## src/rtl/mbx_pkg.sv

```systemverilog
package mbx_pkg;

    typedef enum logic [1:0] {
        ST_IDLE   = 2'd0,
        ST_NOTIFY = 2'd1,
        ST_WAIT   = 2'd2,
        ST_DONE   = 2'd3
    } mbx_state_e;

    // Byte offsets inside the host window
    localparam logic [7:0] OFS_CMD  = 8'h00;
    localparam logic [7:0] OFS_STAT = 8'h04;
    localparam logic [7:0] OFS_WBUF = 8'h80;
    localparam logic [7:0] OFS_RBUF = 8'h90;

    // Command word field positions
    localparam int CMD_IOC_BIT = 8;
    localparam int CMD_SUB_LSB = 12;
    localparam int CMD_SUB_W   = 4;

endpackage

```

## src/rtl/mbx_seq.sv

```systemverilog
module mbx_seq
    import mbx_pkg::*;
(
    input  logic clk,
    input  logic rst_n,
    input  logic cmd_wr,
    input  logic cmd_ioc,
    input  logic done,
    output logic notify,
    output logic busy,
    output logic irq,
    output logic accept,
    output logic done_take
);

    mbx_state_e state_q, state_d;
    logic       ioc_q;

    always_ff @(posedge clk) begin
        if (!rst_n) begin
            state_q <= ST_IDLE;
            ioc_q   <= 1'b0;
        end else begin
            state_q <= state_d;
            if (accept) begin
                ioc_q <= cmd_ioc;
            end
        end
    end

    always_comb begin
        state_d = state_q;
        unique case (state_q)
            ST_IDLE:   if (cmd_wr) state_d = ST_NOTIFY;
            ST_NOTIFY: state_d = done ? ST_DONE : ST_WAIT;
            ST_WAIT:   if (done) state_d = ST_DONE;
            ST_DONE:   state_d = cmd_wr ? ST_NOTIFY : ST_IDLE;
            default:   state_d = ST_IDLE;
        endcase
    end

    always_comb begin
        notify = 1'b0;
        busy   = 1'b0;
        irq    = 1'b0;
        unique case (state_q)
            ST_IDLE:   ;
            ST_NOTIFY: begin notify = 1'b1; busy = 1'b1; end
            ST_WAIT:   busy = 1'b1;
            ST_DONE:   irq = ioc_q;
            default:   ;
        endcase
        accept    = cmd_wr && !busy;
        done_take = done && busy;
    end

endmodule

```

## src/rtl/mbx_wbuf.sv

```systemverilog
module mbx_wbuf #(
    parameter int WORDS = 4,
    localparam int IDX_W = (WORDS > 1) ? $clog2(WORDS) : 1,
    localparam int BITS  = WORDS * 32
) (
    input  logic             clk,
    input  logic             rst_n,
    input  logic             wr_en,
    input  logic [IDX_W-1:0] wr_idx,
    input  logic [31:0]      wr_data,
    output logic [BITS-1:0]  flat
);

    for (genvar g = 0; g < WORDS; g++) begin : g_word
        logic [31:0] word_q;
        always_ff @(posedge clk) begin
            if (!rst_n) begin
                word_q <= '0;
            end else if (wr_en && (wr_idx == IDX_W'(g))) begin
                word_q <= wr_data;
            end
        end
        assign flat[32*g +: 32] = word_q;
    end

endmodule

```

## src/rtl/mbx_rbuf.sv

```systemverilog
module mbx_rbuf #(
    parameter int WORDS = 4,
    localparam int IDX_W = (WORDS > 1) ? $clog2(WORDS) : 1,
    localparam int BITS  = WORDS * 32
) (
    input  logic             clk,
    input  logic             rst_n,
    input  logic             load,
    input  logic [BITS-1:0]  load_data,
    input  logic [IDX_W-1:0] rd_idx,
    output logic [31:0]      rd_word,
    output logic [BITS-1:0]  flat
);

    logic [31:0] words [WORDS];

    for (genvar g = 0; g < WORDS; g++) begin : g_word
        always_ff @(posedge clk) begin
            if (!rst_n) begin
                words[g] <= '0;
            end else if (load) begin
                words[g] <= load_data[32*g +: 32];
            end
        end
        assign flat[32*g +: 32] = words[g];
    end

    always_comb begin
        rd_word = '0;
        for (int i = 0; i < WORDS; i++) begin
            if (rd_idx == IDX_W'(i)) begin
                rd_word = words[i];
            end
        end
    end

endmodule

```

## src/rtl/hostctl_mailbox.sv

```systemverilog
module hostctl_mailbox
    import mbx_pkg::*;
#(
    parameter int          BUF_WORDS    = 4,
    parameter logic [7:0]  INITIATOR_ID = 8'h01,
    localparam int         BUF_BITS     = BUF_WORDS * 32,
    localparam int         BUF_BYTES    = BUF_WORDS * 4,
    localparam int         IDX_W        = (BUF_WORDS > 1) ? $clog2(BUF_WORDS) : 1
) (
    input  logic                clk,
    input  logic                rst_n,
    input  logic [7:0]          h_addr,
    input  logic                h_wr,
    input  logic [31:0]         h_wdata,
    output logic [31:0]         h_rdata,
    output logic                c_cmd_valid,
    output logic [31:0]         c_cmd_word,
    output logic [BUF_BITS-1:0] c_wbuf,
    input  logic                c_done,
    input  logic                c_err,
    input  logic [7:0]          c_err_code,
    input  logic [BUF_BITS-1:0] c_rbuf,
    output logic                host_irq
);

    // Address decode
    logic in_wbuf, in_rbuf, is_cmd, is_stat;
    logic [IDX_W-1:0] word_idx;

    always_comb begin
        is_cmd   = (h_addr[7:2] == OFS_CMD[7:2]);
        is_stat  = (h_addr[7:2] == OFS_STAT[7:2]);
        in_wbuf  = (h_addr >= OFS_WBUF) && (h_addr < OFS_WBUF + 8'(BUF_BYTES));
        in_rbuf  = (h_addr >= OFS_RBUF) && (h_addr < OFS_RBUF + 8'(BUF_BYTES));
        word_idx = IDX_W'(h_addr[7:2]);
    end

    // Sequencer
    logic busy, accept, done_take;

    mbx_seq u_seq (
        .clk       (clk),
        .rst_n     (rst_n),
        .cmd_wr    (h_wr && is_cmd),
        .cmd_ioc   (h_wdata[CMD_IOC_BIT]),
        .done      (c_done),
        .notify    (c_cmd_valid),
        .busy      (busy),
        .irq       (host_irq),
        .accept    (accept),
        .done_take (done_take)
    );

    // Command and status registers
    logic [31:0]          cmd_q;
    logic                 err_q;
    logic [7:0]           code_q;
    logic [CMD_SUB_W-1:0] id_q;

    always_ff @(posedge clk) begin
        if (!rst_n) begin
            cmd_q  <= '0;
            err_q  <= 1'b0;
            code_q <= '0;
            id_q   <= '0;
        end else if (accept) begin
            cmd_q <= h_wdata;
            err_q <= 1'b0;
        end else if (done_take) begin
            err_q  <= c_err;
            code_q <= c_err_code;
            id_q   <= cmd_q[CMD_SUB_LSB +: CMD_SUB_W];
        end
    end

    assign c_cmd_word = cmd_q;

    logic [31:0] status_word;
    assign status_word = {8'h00, code_q, INITIATOR_ID, id_q, 2'b00, err_q, busy};

    // Data buffers
    mbx_wbuf #(.WORDS(BUF_WORDS)) u_wbuf (
        .clk     (clk),
        .rst_n   (rst_n),
        .wr_en   (h_wr && in_wbuf),
        .wr_idx  (word_idx),
        .wr_data (h_wdata),
        .flat    (c_wbuf)
    );

    logic [31:0]         rsp_word;
    logic [BUF_BITS-1:0] rsp_flat;

    mbx_rbuf #(.WORDS(BUF_WORDS)) u_rbuf (
        .clk       (clk),
        .rst_n     (rst_n),
        .load      (done_take),
        .load_data (c_rbuf),
        .rd_idx    (word_idx),
        .rd_word   (rsp_word),
        .flat      (rsp_flat)
    );

    // Read path: word select, then byte-lane alignment
    logic [31:0] sel_word;

    always_comb begin
        sel_word = '0;
        if (is_stat) begin
            sel_word = status_word;
        end else if (in_rbuf) begin
            sel_word = rsp_word;
        end
        h_rdata = sel_word >> {h_addr[1:0], 3'b000};
    end

endmodule

```

## config.mk

```make
export PLATFORM = sky130hd
export DESIGN_NAME = hostctl_mailbox
export DESIGN_NICKNAME = d
export VERILOG_FILES = /design/src/rtl/mbx_pkg.sv /design/src/rtl/mbx_seq.sv /design/src/rtl/mbx_wbuf.sv /design/src/rtl/mbx_rbuf.sv /design/src/rtl/hostctl_mailbox.sv
export SDC_FILE = /design/constraint.sdc
export NUM_CORES = 1
export LEC_CHECK = 0
export BUFFER_PORTS_ARGS = -buffer_cell sky130_fd_sc_hd__buf_2
export CORE_MARGIN = 1.5
export CORE_UTILIZATION = 47
export DETAILED_ROUTE_END_ITERATION = 7
export PLACE_DENSITY = 0.76
export SETUP_SLACK_MARGIN = 0.5
export SLEW_MARGIN = 20
export SYNTH_ARGS = -nofsm -noshare
export SYNTH_HDL_FRONTEND = slang
export SYNTH_SLANG_ARGS = --single-unit
```

## constraint.sdc

```tcl
create_clock -name clk -period 4.4 [get_ports clk]
set_clock_uncertainty 0.1 [all_clocks]
set_input_delay 0.88 -clock clk [delete_from_list [all_inputs] [get_ports clk]]
set_output_delay 0.88 -clock clk [all_outputs]
set_load 0.02 [all_outputs]
```

---- After elaboration in Yosys (flattened, before gate mapping) ----
Memory sizes are Yosys's and may differ from the RTL's.
Index checks and enable logic that the tools add are counted.
storage, ports and cells
  bits in latches ......................... 0
  output and inout bits ................... 194
  word-level logic and storage cells ...... 71
  bits in registers ....................... 176
  bits of input ports ..................... 181
  memory bits (read-only) ................. 0
  memories kept ........................... 1
  memory bits (writable) .................. 128
memories
  memory        depth  bits a word  rd ports  clocked after memory_dff  write ports  line            source
  u_rbuf.words  4      32           4         0                         4            mbx_rbuf.sv:15  logic [31:0] words [WORDS];
operators by class
  equal/unequal tests ..................... 9
  mux-type cells .......................... 22
  div/mod/pow operators ................... 0
  shift-type cells ........................ 1
  reduce and logical (&&, ||, !) cells .... 18
  multipliers ............................. 0
  $lt $le $gt $ge ......................... 4
  bitwise gates (word level) .............. 6
  $add $sub $neg .......................... 0
operator list
  cell                  count
  $mux W32              10
  $shr A32 B5 Y32       1
  $ge A8 B8 Y1 const B  2
  $lt A8 B8 Y1 const B  2
  $logic_and A1 B1 Y1   10
  $mux W1               9
  $eq A2 B2 Y1 const B  4
  $pmux W2 S4           1
  $eq A6 B1 Y1 const B  1
  $logic_not A6 Y1      1
  $eq A2 B1 Y1 const B  2
  $logic_not A2 Y1      2
  $mux W2               2
  $or A1 B1 Y1          4
  $reduce_and A2 Y1     2
  $reduce_or A2 Y1      2
  $ne A2 B1 Y1 const B  1
  $ne A2 B2 Y1 const B  1
  $not A1 Y1            2
  $logic_not A1 Y1      1

---- Depth between registers and ports, before layout ----
  depth after elaboration ................. 8
  gate-level depth with buffers ........... 7
  depth with buffers taken out ............ 5

---- Modules after synthesis ----
Synthesis repeated with hierarchy kept, for this count alone.
second synthesis, totals
  cell total of the unflattened synthesis .. 1,090
  area total of the unflattened synthesis .. 13,092.6 µm²
modules (own cells, without submodules)
  module           area an instance (µm²)  instances  cells each  seq. area each (µm²)
  mbx_rbuf         5,577.8                 1          324         3,843.7
  mbx_wbuf         4,792.1                 1          453         2,562.5
  hostctl_mailbox  2,506.2                 1          289         900.9
  mbx_seq          216.5                   1          24          60.1

---- Worst setup path before layout ----
No wires, ideal clock.
  path type ............................... input to register
  start point ............................. in rst_n
  end point ............................... mem u_rbuf.words[0][0], enable pin
  slack ................................... 0.052 ns
  arrival ................................. 3.767 ns
  setup time .............................. 0.480 ns
  stages .................................. 3
  required time ........................... 3.820 ns
  buffers on the path ..................... 1
  cell sequence ........................... a21boi_0 -> clkbuf_1 -> inv_1
RTL lines
  what             line                   source
  start, declared  hostctl_mailbox.sv:11  input logic rst_n,
  end, declared    mbx_rbuf.sv:15

---- Final worst setup path ----
  start point ............................. in h_addr[2]
  end point ............................... out h_rdata[1]
between the ends
  word-level cells in the longest chain between the ends .. 8
  elaborated cells on any way between the ends .. 15
  classes of those cells .................. 2 x order compare; 4 x eq/ne; 1 x shift; 6 x mux; 2 x reduce/logical
RTL lines
  what                                                                  line                    source
  start, declared                                                       hostctl_mailbox.sv:12   input logic [7:0] h_addr,
  parallel branches: the longest is 6 deep, another holds $ge A8 B8 Y1  --
  $mux W32 *                                                            hostctl_mailbox.sv:109  if (is_stat) begin
  $shr A32 B5 Y32 *                                                     hostctl_mailbox.sv:114  h_rdata = sel_word >> {h_addr[1:0], 3'b000};
  end, declared                                                         hostctl_mailbox.sv:15   output logic [31:0] h_rdata,
Mark *: on every way between the ends.

==> results.cfg <==
[clock_tree]
h-tree-depth = 1
cts-root-buf = clkbuf_16
cts_inserted_buffers = 31
path_clk_slew_ns = 0.06
clk_path_buf_depth = 3
postCtsSetupRepairBufs = 0
insertion_delay_ns = 0.55
cts_tree = yes
numClockSinks = 303

[sta]
drv_slew = 0
post-route-period-util_pct = 88.0
grt_setup_unrepaired = true
tightestPinTransition_ns = 0.899
slew-limit-headroom_pct = 40.1
hold_viol = 0
max_freq_mhz = 258
final.setup.tns_ns = 0
setup_ws_ns = 0.529
setup_viol = 0
period_needed_ns = 3.87

[grt]
grt_pass1_vias = 9508
antenna_found_initial = 2
grt_usage_pct = 24.2
grt_pass1_wl_um = 53100
globalRouteOverflowTotal = 0
grt_start_max_net_pins = 214

[die]
core_um2 = 26800
row_count = 60
io_pins = 375
die_h_um = 168
start_util_pct = 47.7
dieArea_um2 = 28200
die_x_um = 168

[status]
status = complete, no violations

[run]
drv_cap = 0

[routing]
dr.first_iter.drc_count = 993
first_pass_iters = 5
wl_um = 35400
routed_via_density = 5.34
ant_nets = 0
drcViolationCount = 0
wire_per_inst_um = 18.7
num_vias = 10100

[synthesis]
synth_area_um2 = 12800
ys_ff_latch = 303
synth_cells = 1194
synth_fp_nets = 1379
synth-seq-area-share_pct = 57.4
synth_cell_types = 51
syn_avg_cell_area_um2 = 10.7
synth_area_leaders = edfxtp_1, dfxtp_1, nand2_1, and2_1, mux4_2
yosysTopAreaCell = edfxtp_1
synth_top_area_share_pct = 30.0
synth_warnings = 0

[pwr]
p_per_area_nw_per_um2 = 400
vdd.ir_drop.worst_mv = 0.366
leakage_nw = 6.62

[placed_design]
gp_congestion = 0.863
dpl.hpwl_um = 24600
dp_slack_ns = 0.481
port_buffers = 374
place_area_um2 = 14800

[setup_path]
critPathLaunchType = primary input
worstPathArrival_ns = 2.89
worstPathMaxFanout = 15
cp.required_ns = 3.42
critical_path_class = primary input to output port
endpoint_kind = output port

[final_layout]
area_growth_syn_to_layout_pct = 24.0
fin_area_um2 = 15900
diodes = 0
fillers = 2226
drive_gt1_share_pct = 32.5
nets = 1711

[hold_path]
hp-class = register to register
[layout make-up]
class	instances	area [µm²]	share of cell area, %
multi-input combinational	787	4970	31.3
timing repair buffer	394	2110	13.3
clock inverter	14	93.8	0.591
clock buffer	43	883	5.57
sequential	303	7350	46.3
tap	341	427	2.69
inverter	9	37.5	0.237
[cell usage after synthesis, drive strengths merged]
| library cell | n |
|---|---|
| a32oi | 4 |
| a22o | 13 |
| a21boi | 98 |
| a31oi | 6 |
| nand2 | 277 |
| a22oi | 10 |
| nand4bb | 1 |
| o22ai | 2 |
| or3b | 1 |
| a211oi | 3 |
| clkinv | 1 |
| a221oi | 3 |
| nor3 | 2 |
| nor3b | 2 |
| ha | 4 |
| and2 | 135 |
| nor2 | 18 |
| nor2b | 1 |
| nand2b | 1 |
| mux4 | 32 |
| buf | 40 |
| o211a | 1 |
| a21oi | 4 |
| inv | 8 |
| nor4 | 3 |
| o221ai | 2 |
| or2 | 2 |
| clkbuf | 55 |
| o211ai | 2 |
| mux2 | 1 |
| mux2i | 5 |
| a32o | 4 |
| edfxtp | 128 |
| or4 | 3 |
| nand3 | 68 |
| o21ai | 68 |
| or4b | 1 |
| dfxtp | 175 |
| and4bb | 1 |
| o21bai | 1 |
| a2bb2oi | 1 |
| and3 | 6 |
| a221o | 1 |
[metrics by stage]
step           hold WS (ns)  utilization (%)  instances  power, mW
2_1_floorplan         0.349                -       1194       3.62
3_3_place_gp          0.337             55.4       1832       3.86
3_5_place_dp          0.345             55.4       1832       3.88
4_1_cts               0.353             59.0       1889       6.39
5_1_grt               0.371             59.2       1891       6.56
6_report              0.352             59.2       1891       6.35
[critical path, stage by stage]
cell	delay, ns
buf_2	0.34
buf_12	0.24
mux4_2	0.54
and2_1	0.20
mux2i_2	0.26
a22oi_1	0.19
buf_2	0.22
[worst paths after layout]
path	cells past startpoint	from	slack [ns]	end
worst max-delay path	7	h_addr[2]	0.53	h_rdata[1]
worst min-delay path	2	u_wbuf.g_word[1].word_q[4]	0.35	u_wbuf.g_word[1].word_q[4]
worst max register to register	6	u_seq.state_q[0]	2.01	u_rbuf.words[1][14]
worst min register to register	2	u_wbuf.g_word[1].word_q[4]	0.35	u_wbuf.g_word[1].word_q[4]
[routing by layer]
layer,vias to the layer above,GRT usage [%],share of wire [%]
li1,4815,-,-
met2,481,42.7,49
met4,4,6.97,2.5
met1,4721,30.1,39
met5,-,0,0.085
met3,68,4.75,8.5
[layout by cell type, fill, tap and decap left out, types with 3 or more instances in the layout]
master     netlist  layout
dfxtp_1        175     175
clkbuf_16        0      34
a32oi_1          4       4
nand2_1        277     277
mux2i_1          5       4
a21oi_1          4       4
o21ai_2         20      20
edfxtp_1       128     128
a21boi_1        39      40
buf_4            3      14
and3_1           6       5
nor2_1          18      18
a31oi_1          6       6
clkinv_1         1       5
a22oi_1         10      10
ha_1             4       4
a221oi_1         3       3
o21ai_0         36      36
a211oi_1         3       3
mux4_2          32      32
and2_1         134     135
inv_1            8       7
buf_12           0       5
buf_2           23     373
nand3_1         68      68
nor4_4           2       3
clkbuf_1        55       8
a32o_1           4       4
o21ai_1         12      12
a21boi_0        59      58
a22o_1          13      13
clkinv_2         0       6
[power breakdown]
group | total [mW] | leakage, nW | switching [mW] | internal (mW)
clock network | 2.52 | 0.479 | 1.07 | 1.45
logic | 0.607 | 3.41 | 0.354 | 0.252
registers | 3.22 | 2.74 | 0.0671 | 3.15
total | 6.35 | 6.62 | 1.49 | 4.85
[cell families (layout without fill, tap and decap cells)]
kind of cell | Yosys count | after routing | share of synthesized area, %
muxes | 38 | 38 | 6.11
and+or+nand+nor | 522 | 522 | 19.6
AOI/OAI and AO/OA | 223 | 223 | 12.5
buffers and inverters | 104 | 460 | 3.95
adders and majority gates | 4 | 4 | 0.391
DFF | 303 | 303 | 57.4
[flip-flops by register name, indices dropped and copies added (netlist names)]
| signal | flops |
|---|---|
| c_cmd_word | 32 |
| code_q | 8 |
| err_q | 1 |
| id_q | 4 |
| u_rbuf.words | 128 |
| u_seq.state_q | 2 |
| u_wbuf.g_word.word_q | 128 |
[what timing repair did]
action,in CTS,in global routing
resized for setup,0,2
hold endpoints to repair,0,0
endpoints found under the setup margin,1,4
hold buffers,0,0
gates cloned,0,1
No activity file was read; power rests on OpenSTA's default activity.
